`config.mk`:
```
export PLATFORM = sky130hd
export DESIGN_NAME = led_drive_seq
export DESIGN_NICKNAME = d
export VERILOG_FILES = /design/src/rtl/led_seq_pkg.sv /design/src/rtl/pin_sync.sv /design/src/rtl/seq_timer.sv /design/src/rtl/seq_ctrl.sv /design/src/rtl/ramp_chan.sv /design/src/rtl/led_drive_seq.sv
export SDC_FILE = /design/constraint.sdc
export NUM_CORES = 1
export LEC_CHECK = 0
export BUFFER_PORTS_ARGS = -buffer_cell sky130_fd_sc_hd__buf_2
export CAP_MARGIN = 5
export CORE_MARGIN = 1.5
export CORE_UTILIZATION = 57
export DETAILED_ROUTE_END_ITERATION = 7
export PLACE_DENSITY_LB_ADDON = 0.1
export RECOVER_POWER = 100
export SYNTH_ARGS = -nofsm -noshare
export SYNTH_HDL_FRONTEND = slang
export SYNTH_HIERARCHICAL = 1
export SYNTH_SLANG_ARGS = --single-unit
```
`constraint.sdc`:
```
create_clock -name clk -period 3.5 [get_ports clk]
set_clock_uncertainty 0.05 [all_clocks]
set_input_delay 0.7 -clock clk [delete_from_list [all_inputs] [get_ports clk]]
set_output_delay 0.7 -clock clk [all_outputs]
set_load 0.01 [all_outputs]
```
`src/rtl/led_seq_pkg.sv`:
```
`timescale 1ns/1ps
package led_seq_pkg;

  localparam int LVL_W   = 5;
  localparam int TCODE_W = 3;
  localparam int FCODE_W = 4;
  localparam int TO_W    = 5;
  localparam int N_TORCH = 1 << TCODE_W;

  typedef enum logic [1:0] {
    ST_IDLE  = 2'b00,
    ST_PRIV  = 2'b01,
    ST_TORCH = 2'b10,
    ST_FLASH = 2'b11
  } seq_st_e;

  function automatic logic [LVL_W-1:0] torch_level(input logic [TCODE_W-1:0] code);
    return LVL_W'(code);
  endfunction

  function automatic logic [LVL_W-1:0] flash_level(input logic [FCODE_W-1:0] code);
    return LVL_W'(N_TORCH) + LVL_W'(code);
  endfunction

  function automatic int unsigned timeout_ticks(input logic [TO_W-1:0] code,
                                                input int unsigned unit);
    return (int'(code) + 1) * unit;
  endfunction

endpackage

```
`src/rtl/pin_sync.sv`:
```
`timescale 1ns/1ps
module pin_sync #(
  parameter int W = 2
) (
  input  logic         clk,
  input  logic         rst_n,
  input  logic [W-1:0] pin_in,
  output logic [W-1:0] pin_out
);
  logic [W-1:0] meta_q;
  logic [W-1:0] sync_q;

  always_ff @(posedge clk or negedge rst_n) begin
    if (!rst_n) begin
      meta_q <= '0;
      sync_q <= '0;
    end else begin
      meta_q <= pin_in;
      sync_q <= meta_q;
    end
  end

  assign pin_out = sync_q;
endmodule

```
`src/rtl/seq_timer.sv`:
```
`timescale 1ns/1ps
module seq_timer
  import led_seq_pkg::*;
#(
  parameter int STEP_US = 32,
  parameter int UNIT_US = 32000
) (
  input  logic            clk,
  input  logic            rst_n,
  input  logic            tick,
  input  logic            restart,
  input  logic            run_to,
  input  logic [TO_W-1:0] to_code,
  output logic            step,
  output logic            expire
);
  localparam int STEP_CW = $clog2(STEP_US + 1);
  localparam int TO_MAX  = (1 << TO_W) * UNIT_US;
  localparam int TO_CW   = $clog2(TO_MAX + 1);
  localparam logic [STEP_CW-1:0] STEP_LAST = STEP_CW'(STEP_US - 1);

  logic [STEP_CW-1:0] step_cnt;
  logic [TO_CW-1:0]   to_cnt;
  logic [TO_CW-1:0]   limit;

  assign limit = TO_CW'(timeout_ticks(to_code, UNIT_US));

  always_ff @(posedge clk or negedge rst_n) begin
    if (!rst_n) begin
      step_cnt <= '0;
    end else if (restart) begin
      step_cnt <= '0;
    end else if (tick) begin
      step_cnt <= (step_cnt == STEP_LAST) ? '0 : step_cnt + 1'b1;
    end
  end

  always_ff @(posedge clk or negedge rst_n) begin
    if (!rst_n) begin
      to_cnt <= '0;
    end else if (restart || !run_to) begin
      to_cnt <= '0;
    end else if (tick) begin
      to_cnt <= to_cnt + 1'b1;
    end
  end

  assign step   = tick && !restart && (step_cnt == STEP_LAST);
  assign expire = run_to && tick && !restart && (to_cnt == limit - 1'b1);


  to_bound_chk: assert property (@(posedge clk) disable iff (!rst_n)
    (run_to && $stable(to_code) && $past(run_to) && !restart) |-> (to_cnt < limit));
endmodule

```
`src/rtl/seq_ctrl.sv`:
```
`timescale 1ns/1ps
module seq_ctrl
  import led_seq_pkg::*;
(
  input  logic       clk,
  input  logic       rst_n,
  input  logic       mode_wr,
  input  logic [1:0] mode_wdata,
  input  logic       stb_act,
  input  logic       stb_rise,
  input  logic       stb_en,
  input  logic       stb_edge,
  input  logic       expire,
  output seq_st_e    st,
  output logic       restart,
  output logic       timeout_evt
);
  seq_st_e st_q, st_n;
  logic    own_q, own_n;     // flash started by strobe
  logic    edg_q, edg_n;     // that strobe flash is edge-triggered
  logic    evt_q, evt_n;
  logic    stb_go;
  logic    edge_hold;

  assign edge_hold = (st_q == ST_FLASH) && own_q && edg_q;
  assign stb_go    = stb_en && stb_rise && !edge_hold;

  always_comb begin
    st_n    = st_q;
    own_n   = own_q;
    edg_n   = edg_q;
    evt_n   = 1'b0;
    restart = 1'b0;
    if (stb_go) begin
      st_n    = ST_FLASH;
      own_n   = 1'b1;
      edg_n   = stb_edge;
      restart = 1'b1;
    end else if (st_q == ST_FLASH) begin
      if (expire) begin
        st_n  = ST_IDLE;
        evt_n = 1'b1;
      end else if (own_q && !edg_q && !stb_act) begin
        st_n = ST_IDLE;
      end else if (mode_wr && (mode_wdata == 2'b00) && !edge_hold) begin
        st_n = ST_IDLE;
      end
    end else if (mode_wr) begin
      st_n    = seq_st_e'(mode_wdata);
      own_n   = 1'b0;
      restart = (st_n != st_q) && (st_n != ST_IDLE);
    end
  end

  always_ff @(posedge clk or negedge rst_n) begin
    if (!rst_n) begin
      st_q  <= ST_IDLE;
      own_q <= 1'b0;
      edg_q <= 1'b0;
      evt_q <= 1'b0;
    end else begin
      st_q  <= st_n;
      own_q <= own_n;
      edg_q <= edg_n;
      evt_q <= evt_n;
    end
  end

  assign st          = st_q;
  assign timeout_evt = evt_q;


  evt_idle_chk: assert property (@(posedge clk) disable iff (!rst_n)
    timeout_evt |-> (st_q == ST_IDLE));


  edge_only_timeout_chk: assert property (@(posedge clk) disable iff (!rst_n)
    ($past(st_q) == ST_FLASH && $past(own_q && edg_q) && st_q != ST_FLASH) |-> timeout_evt);
endmodule

```
`src/rtl/ramp_chan.sv`:
```
`timescale 1ns/1ps
module ramp_chan
  import led_seq_pkg::*;
(
  input  logic             clk,
  input  logic             rst_n,
  input  logic             restart,
  input  logic             active,
  input  logic             step,
  input  logic [LVL_W-1:0] tgt,
  input  logic             en,
  input  logic             force_t,
  input  logic [LVL_W-1:0] torch_lvl,
  output logic [LVL_W-1:0] level,
  output logic             on
);
  logic [LVL_W-1:0] lvl_q;
  logic [LVL_W-1:0] capped;

  always_ff @(posedge clk or negedge rst_n) begin
    if (!rst_n) begin
      lvl_q <= '0;
    end else if (restart || !active) begin
      lvl_q <= '0;
    end else if (lvl_q > tgt) begin
      lvl_q <= tgt;
    end else if (step && (lvl_q < tgt)) begin
      lvl_q <= lvl_q + 1'b1;
    end
  end

  assign capped = (force_t && (lvl_q > torch_lvl)) ? torch_lvl : lvl_q;
  assign on     = active && en;
  assign level  = on ? capped : '0;


  ramp_unit_step_chk: assert property (@(posedge clk) disable iff (!rst_n)
    (lvl_q > $past(lvl_q)) |-> (lvl_q == $past(lvl_q) + 1'b1));
endmodule

```
`src/rtl/led_drive_seq.sv`:
```
`timescale 1ns/1ps
module led_drive_seq
  import led_seq_pkg::*;
#(
  parameter int NLED    = 2,
  parameter int STEP_US = 32,
  parameter int UNIT_US = 32000
) (
  input  logic                    clk,
  input  logic                    rst_n,
  input  logic                    tick_us,
  input  logic                    mode_wr,
  input  logic [1:0]              mode_wdata,
  output logic [1:0]              mode_q,
  input  logic [NLED-1:0]         led_en,
  input  logic [NLED*TCODE_W-1:0] torch_codes,
  input  logic [NLED*FCODE_W-1:0] flash_codes,
  input  logic [TO_W-1:0]         timeout_code,
  input  logic                    strobe_pin,
  input  logic                    strobe_en,
  input  logic                    strobe_pol,
  input  logic                    strobe_edge,
  input  logic                    tx_pin,
  input  logic                    tx_pol,
  output logic [NLED*LVL_W-1:0]   led_level,
  output logic [NLED-1:0]         led_on,
  output logic                    timeout_evt
);
  logic [1:0] pins_s;
  logic       stb_act, stb_prev, stb_rise;
  logic       tx_act, tx_force;
  logic       step, expire, restart;
  logic       active, flashing;
  seq_st_e    st;

  pin_sync #(.W(2)) u_sync (
    .clk    (clk),
    .rst_n  (rst_n),
    .pin_in ({tx_pin, strobe_pin}),
    .pin_out(pins_s)
  );

  assign stb_act = strobe_pol ? pins_s[0] : ~pins_s[0];
  assign tx_act  = tx_pol     ? pins_s[1] : ~pins_s[1];

  always_ff @(posedge clk or negedge rst_n) begin
    if (!rst_n) stb_prev <= 1'b0;
    else        stb_prev <= stb_act;
  end
  assign stb_rise = stb_act && !stb_prev;

  seq_ctrl u_ctrl (
    .clk        (clk),
    .rst_n      (rst_n),
    .mode_wr    (mode_wr),
    .mode_wdata (mode_wdata),
    .stb_act    (stb_act),
    .stb_rise   (stb_rise),
    .stb_en     (strobe_en),
    .stb_edge   (strobe_edge),
    .expire     (expire),
    .st         (st),
    .restart    (restart),
    .timeout_evt(timeout_evt)
  );

  assign active   = (st != ST_IDLE);
  assign flashing = (st == ST_FLASH);
  assign tx_force = flashing && tx_act;
  assign mode_q   = st;

  seq_timer #(.STEP_US(STEP_US), .UNIT_US(UNIT_US)) u_timer (
    .clk    (clk),
    .rst_n  (rst_n),
    .tick   (tick_us),
    .restart(restart),
    .run_to (flashing),
    .to_code(timeout_code),
    .step   (step),
    .expire (expire)
  );

  for (genvar i = 0; i < NLED; i++) begin : g_chan
    logic [LVL_W-1:0] t_lvl, f_lvl, tgt;

    assign t_lvl = torch_level(torch_codes[i*TCODE_W +: TCODE_W]);
    assign f_lvl = flash_level(flash_codes[i*FCODE_W +: FCODE_W]);

    always_comb begin
      unique case (st)
        ST_TORCH: tgt = t_lvl;
        ST_FLASH: tgt = f_lvl;
        default:  tgt = '0;
      endcase
    end

    ramp_chan u_chan (
      .clk      (clk),
      .rst_n    (rst_n),
      .restart  (restart),
      .active   (active),
      .step     (step),
      .tgt      (tgt),
      .en       (led_en[i]),
      .force_t  (tx_force),
      .torch_lvl(t_lvl),
      .level    (led_level[i*LVL_W +: LVL_W]),
      .on       (led_on[i])
    );


    chan_gate_chk: assert property (@(posedge clk) disable iff (!rst_n)
      !led_en[i] |-> (!led_on[i] && led_level[i*LVL_W +: LVL_W] == '0));
  end


  flash_end_off_chk: assert property (@(posedge clk) disable iff (!rst_n)
    ($past(mode_q) == 2'b11 && mode_q == 2'b00) |-> (led_on == '0));
endmodule

```
==> results of run 1 <==
how the worst min path moves through the flow:
stage	startpoint	to	slack (ns)	cells past startpoint
floorplan	u_sync/meta_q[0]	u_sync/pin_out[0]	0.28	0
global placement	u_sync/meta_q[1]	u_sync/pin_out[1]	0.28	0
detailed placement	u_sync/meta_q[0]	u_sync/pin_out[0]	0.29	0
CTS	u_sync/meta_q[0]	u_sync/pin_out[0]	0.31	0
global route	u_sync/meta_q[1]	u_sync/pin_out[1]	0.32	0
finish	u_sync/meta_q[0]	u_sync/pin_out[0]	0.31	0
kinds of logic after synthesis:
logic type	synth area share, %
fa+ha+maj	18.2
other cells	0.0824
mux	5.66
xor+xnor	10.1
simple gates	22.4
buf+inv	4.65
compound gates	13.6
flops	25.3
timing repair:
action	in CTS	in global routing
setup buffers	3	1
setup endpoints to repair	3	3
pin swaps	7	10
gates resized for setup	10	14
cloned	0	0
registers in the layout (all words and copies together) (netlist names):
name	flops
u_ctrl/timeout_evt	1
u_sync/pin_out	2
u_sync/meta_q	2
u_timer/to_cnt	20
u_timer/step_cnt	6
u_ctrl/own_q	1
stb_prev	1
u_ctrl/edg_q	1
g_chan.u_chan/lvl_q	10
u_ctrl/st	2
layout make-up:
class,instances,area share (%)
clock inverter,3,0.709
sequential,46,20.4
multi-input combinational,416,61.7
inverter,41,2.73
tap,102,2.26
clock buffer,5,1.22
timing repair buffer,97,11.0
power by group:
group          switching, mW  leakage (nW)  internal, mW
clock network          0.176        0.0579         0.210
registers              0.174         0.615         0.622
logic                   1.49          1.94          1.32
total                   1.84          2.61          2.16
placed cells by master (no fill, tap or decap), types with 10 or more instances in the layout:
cell and n:
xnor2_1 21, mux2i_1 21, xor2_1 21, ha_1 38
dfrtp_1 46, nor2_1 39, nand4_1 14, fa_1 10
nor3_1 12, nand3_1 19, a21oi_1 18, clkbuf_1 15
nor2b_1 13, buf_4 44, inv_1 37, buf_2 34
and3_1 13, nand2_1 44
routing by layer:
layer / global-route usage, % / up-vias / share of wire, %
li1: - / 1984 / -
met1: 34.8 / 1897 / 46
met2: 41.1 / 65 / 49
met3: 2.38 / 9 / 3.6
met4: 5.64 / 0 / 1.0
met5: 0 / - / 0
cells in the mapped netlist, types with 3 or more instances:
master    instances
and2_1            6
inv_1            41
nand3_1          21
a211oi_1          5
a221oi_1          3
a21oi_1          20
nor3_1           13
o21ai_0           7
clkbuf_1          6
and4_1            4
a21oi_2           4
mux2i_1          21
and3_1           13
ha_1             47
o211ai_1          3
nand2b_1          6
or3_1             5
nand4_1          14
nor2b_1          13
dfrtp_1          46
and3_2            3
mux2_2            3
fa_1             12
nor2_1           41
xnor2_1          25
a211o_1           9
xor2_1           23
nand2_1          45
per-stage QoR:
stage | instance area (um^2) | cells | setup slack (ns) | utilization (%) | hold slack [ns]
2_1_floorplan | 4790 | 514 | -1.28 | - | 0.281
3_3_place_gp | 5440 | 698 | -1.42 | 70.4 | 0.284
3_5_place_dp | 5440 | 698 | -1.53 | 70.4 | 0.293
4_1_cts | 5620 | 709 | -1.11 | 72.7 | 0.312
5_1_grt | 5640 | 710 | -1.30 | 73.0 | 0.321
6_report | 5640 | 710 | -1.16 | 73.0 | 0.309
worst register-to-register path: cells and delay by family (launching register included):
family                     cells  cell delay, ns
AOI/OAI and AO/OA              2            1.05
DFF                            1            0.66
adders and majority gates      1            0.31
buffers and inverters          1            0.07
muxes                          1            0.41
and+or+nand+nor                3            0.55
==> results.ini, run 1 <==
[worst_setup_path]
cpMostUsedCell = ha_4
crit_family = adder cells
startpoint = timeout_code[1]
cp_max_fo = 5
cp-start-kind = primary input
r2r_end = g_chan[1].u_chan/lvl_q[2]
rr_worst_depth = 8
max_stage_delay_ns = 0.51
crit_cells = 19
worst-setup-path-type = in2reg
critical-path-slowest-cell = fa_1
reg2reg_from = u_ctrl/st[1]
crit_arrival_ns = 4.78
required_ns = 3.62
cp-end-kind = register
r2r_slack_ns = 0.29
path_buf_inv = 3
crit_end = u_ctrl/st[0]
path_cells = buf_12 -> ha_4 -> xnor2_4 -> inv_2 -> ha_4 -> xnor2_4 -> ha_4 -> fa_1 -> ha_2 -> inv_2 -> fa_2 -> xor2_4 -> xor2_1 -> xnor2_1 -> or4b_4 -> nor4b_4 -> o2111a_1 -> a211o_1 -> a21oi_2

[place]
gp_congestion = 0.865
port_buffers = 47
dp_hpwl_um = 7900

[synthesis]
synth_edf_count = 0
synth_cell_type_count = 66
ys_seq_area_share_pct = 25.3
yosys_warnings = 6
synthesis.area_um2 = 4550
syn_area_per_cell_um2 = 8.98
synth_flop_cell = dfrtp_1
ys_async_sr_fraction_pct = 100
synth_top_area_cell = dfrtp_1
synth-seq-cells = 46
yosysTopAreaCellShare_pct = 25.3
synthCells = 507
synthTopCellsByArea = dfrtp_1, ha_1, fa_1, xnor2_1, mux2i_1

[route]
via_per_inst = 5.57
drc = 0
drtAntennaViolNets = 0
drt-total-wl_um = 10300
first_iter_violations = 150
wire_per_inst_um = 14.5
vias = 3955
firstDrtPassIters = 4

[die]
design.core.area_um2 = 7730
die-area_um2 = 8530
die_h_um = 92.4
initial_utilization_pct = 58.9
pin_count = 48
std_cell_rows = 32
die_x_um = 92.4

[layout]
multiInputGateArea_um2 = 3480
seqCellArea_um2 = 1150
area_delta_synth_final_pct = 24.0
final_net_count = 699
n_antenna_cell = 0
fillers = 619
drive_gt1_share_pct = 23.8

[timing]
min_period_over_period_pct = 133
slew_headroom_pct = -66.6
drv_slew = 47
fin_setup_tns_ns = -3.32
rsz0062_at_grt = true
tightest_slew_ns = 2.50
final-setup-viol-count = 3
hold_viol = 0
timing.fmax_mhz = 215
worst_slack_ns = -1.16
min_period_ns = 4.66

[job]
maxCapViolCount = 1

[power_and_ir_drop]
vdd_drop_max_v = 0.000600
powerDensity_nw_per_um2 = 708
power_mw = 4.00
p_leak_nw = 2.61

[global_route]
grt_overflow = 0
grt_usage_pct = 24.7
grt_antenna_before_repair = 0
grt_pass1_vias = 3773
grt_max_degree = 47
grt_pass1_wl_um = 17100

[clock_tree]
clk_pin_slew_worst_paths_ns = 0.08
cts.sinks = 46
clk_path_buf_depth = 2
hold_buffers = 0
cts-root-buf = clkbuf_8
cts_tree = yes
insertion_delay_ns = 0.30
cts_inserted_buffers = 5
htree_levels = 2

[run_status]
violations = max-capacitance violations, max-slew violations, negative setup slack
status = finished, violations left

[min_path]
min_path_type = reg2reg

No activity file was read; power rests on OpenSTA's default activity.
==> inputs of run 2 (changes only) <==
Settings changed: CORE_UTILIZATION 57 to 37, CTS_BUF_LIST from default to sky130_fd_sc_hd__clkbuf_2, REMOVE_ABC_BUFFERS from default to 1.
==> run 2 against run 1 <==
  * The flow still finishes with violations (max-capacitance violations, max-slew violations, negative setup slack)
  * Cell count grew 9.2%
  * Sequential cell count did not move
  * Combinational power increased by 8.5%
  * Critical endpoint unchanged
  * Setup slack gained 0.14 ns
==> results.ini, run 2 (synthesized netlist as in run 1, its figures left out) <==
[run_status]
status = finished, violations left
violations = max-capacitance violations, max-slew violations, negative setup slack

[job]
maxCapViolCount = 1

[clock_tree]
cts_inserted_buffers = 5
clk_pin_slew_worst_paths_ns = 0.22
hold_buffers = 0
cts.sinks = 46
htree_levels = 2
cts-root-buf = clkbuf_2
cts_tree = yes
insertion_delay_ns = 0.43
clk_path_buf_depth = 2

[timing]
hold_viol = 0
worst_slack_ns = -1.02
min_period_ns = 4.52
slew_headroom_pct = -29.8
drv_slew = 37
min_period_over_period_pct = 129
fin_setup_tns_ns = -2.88
final-setup-viol-count = 3
rsz0062_at_grt = true
timing.fmax_mhz = 221
tightest_slew_ns = 1.95

[die]
pin_count = 48
design.core.area_um2 = 12000
die_x_um = 114
die-area_um2 = 13000
std_cell_rows = 40
die_h_um = 114
initial_utilization_pct = 37.9

[power_and_ir_drop]
clkPwrFrac_pct = 7.3
p_int_mw = 2.26
p_sw_mw = 1.85
powerDensity_nw_per_um2 = 712
power_frac_comb_pct = 74.2
swShare_pct = 45.1
vdd_drop_max_v = 0.000532
p_leak_nw = 2.71
power_frac_seq_pct = 18.5

[global_route]
grt_usage_pct = 17.8
grt_pass1_wl_um = 18900
grt_max_degree = 37
grt_pass1_vias = 4135
grt_antenna_before_repair = 0
grt_overflow = 0

[worst_setup_path]
cp-end-kind = register
required_ns = 3.81
reg2reg_from = u_ctrl/st[0]
rr_worst_depth = 8
r2r_slack_ns = 0.36
crit_arrival_ns = 4.83
r2r_end = g_chan[0].u_chan/lvl_q[2]
cp_max_fo = 4
worst-setup-path-type = in2reg
cp-start-kind = primary input

[route]
drc = 0
wire_per_inst_um = 14.0
drt-total-wl_um = 10800
drtAntennaViolNets = 0
first_iter_violations = 136
firstDrtPassIters = 4
vias = 3998
via_per_inst = 5.16

[place]
port_buffers = 47
post_dp_cell_area_um2 = 5340
gp_congestion = 0.789
dp_hpwl_um = 8410
pre_cts_ws_ns = -1.78

[layout]
fin_area_um2 = 5770
final_util_pct = 48.0
final_common_cell = buf_4
area_delta_synth_final_pct = 26.8
drive_gt1_share_pct = 27.9
regMostFlops = u_timer/to_cnt
largest_reg_flops = 20
layout_common_cells = buf_4, dfrtp_1, nand2_1
fillers = 1183
final_net_count = 719
largestRegisters = u_timer/to_cnt (20), g_chan.u_chan/lvl_q (10), u_timer/step_cnt (6)
n_antenna_cell = 0

[min_path]
min_path_type = reg2reg
hold_path_depth = 0
hold_start = u_sync/meta_q[0]
holdPathEnd = u_sync/pin_out[0]

-- run 2: worst max-delay path: stages --
cell      delay (ns)
buf_8           0.11
ha_4            0.17
xnor2_4         0.14
inv_2           0.07
ha_4            0.25
xnor2_2         0.14
buf_4           0.14
fa_1            0.46
fa_1            0.54
ha_4            0.33
xor2_4          0.18
buf_6           0.12
nand4_1         0.12
buf_4           0.16
nor3_2          0.21
buf_4           0.14
buf_4           0.09
nand2_1         0.05
xnor2_1         0.14
o2111a_1        0.15
a211o_1         0.25
a21oi_1         0.15
-- run 2: what timing repair did --
| action | in CTS | in global routing |
|---|---|---|
| pin swaps | 35 | 24 |
| endpoints found under the hold margin | 0 | 0 |
| buffers inserted | 10 | 6 |
| gates resized for setup | 41 | 15 |
| setup endpoints to repair | 3 | 3 |
-- run 2: power by group through the flow --
stage | clock (mW) | combinational (mW) | sequential, mW
floorplan | 0 | 1.77 | 0.760
global placement | 0 | 2.55 | 0.767
detailed placement | 0 | 2.58 | 0.769
CTS | 0.317 | 2.93 | 0.759
global route | 0.331 | 3.41 | 0.777
finish | 0.299 | 3.05 | 0.760
-- run 2: worst max path at each step --
stage	slack (ns)	start	endpoint
5_1_grt	-1.16	timeout_code[0]	u_ctrl/st[0]
2_1_floorplan	-1.68	timeout_code[0]	u_ctrl/st[0]
3_5_place_dp	-1.78	timeout_code[1]	u_ctrl/st[1]
6_report	-1.02	timeout_code[0]	u_ctrl/st[0]
4_1_cts	-0.99	timeout_code[0]	u_ctrl/st[0]
3_3_place_gp	-1.70	timeout_code[0]	u_ctrl/st[0]
-- run 2: cell type report --
cell class	count	area (um^2)	share of cell area, %
Multi-Input combinational cell	416	3460	59.9
Sequential cell	46	1150	19.9
Timing Repair Buffer	117	756	13.1
Tap cell	147	184	3.19
Inverter	41	154	2.67
Clock inverter	2	37.5	0.650
Clock buffer	6	30.0	0.520
-- run 2: layer usage --
| layer | routed length (um) | global-route usage (%) | vias up |
|---|---|---|---|
| met5 | 0 | 0 | - |
| met4 | 227 | 5.50 | 0 |
| met3 | 246 | 1.97 | 15 |
| met2 | 5420 | 31.7 | 60 |
| met1 | 4930 | 22.7 | 1906 |
| li1 | - | - | 2017 |
-- run 2: per-stage QoR --
stage                     hold slack (ns)  power [mW]  instances
after floorplan                     0.281        2.53        503
after global placement              0.283        3.31        751
after detailed placement            0.287        3.35        751
after CTS                           0.261        4.00        769
after global routing                0.276        4.52        775
final                               0.329        4.11        775
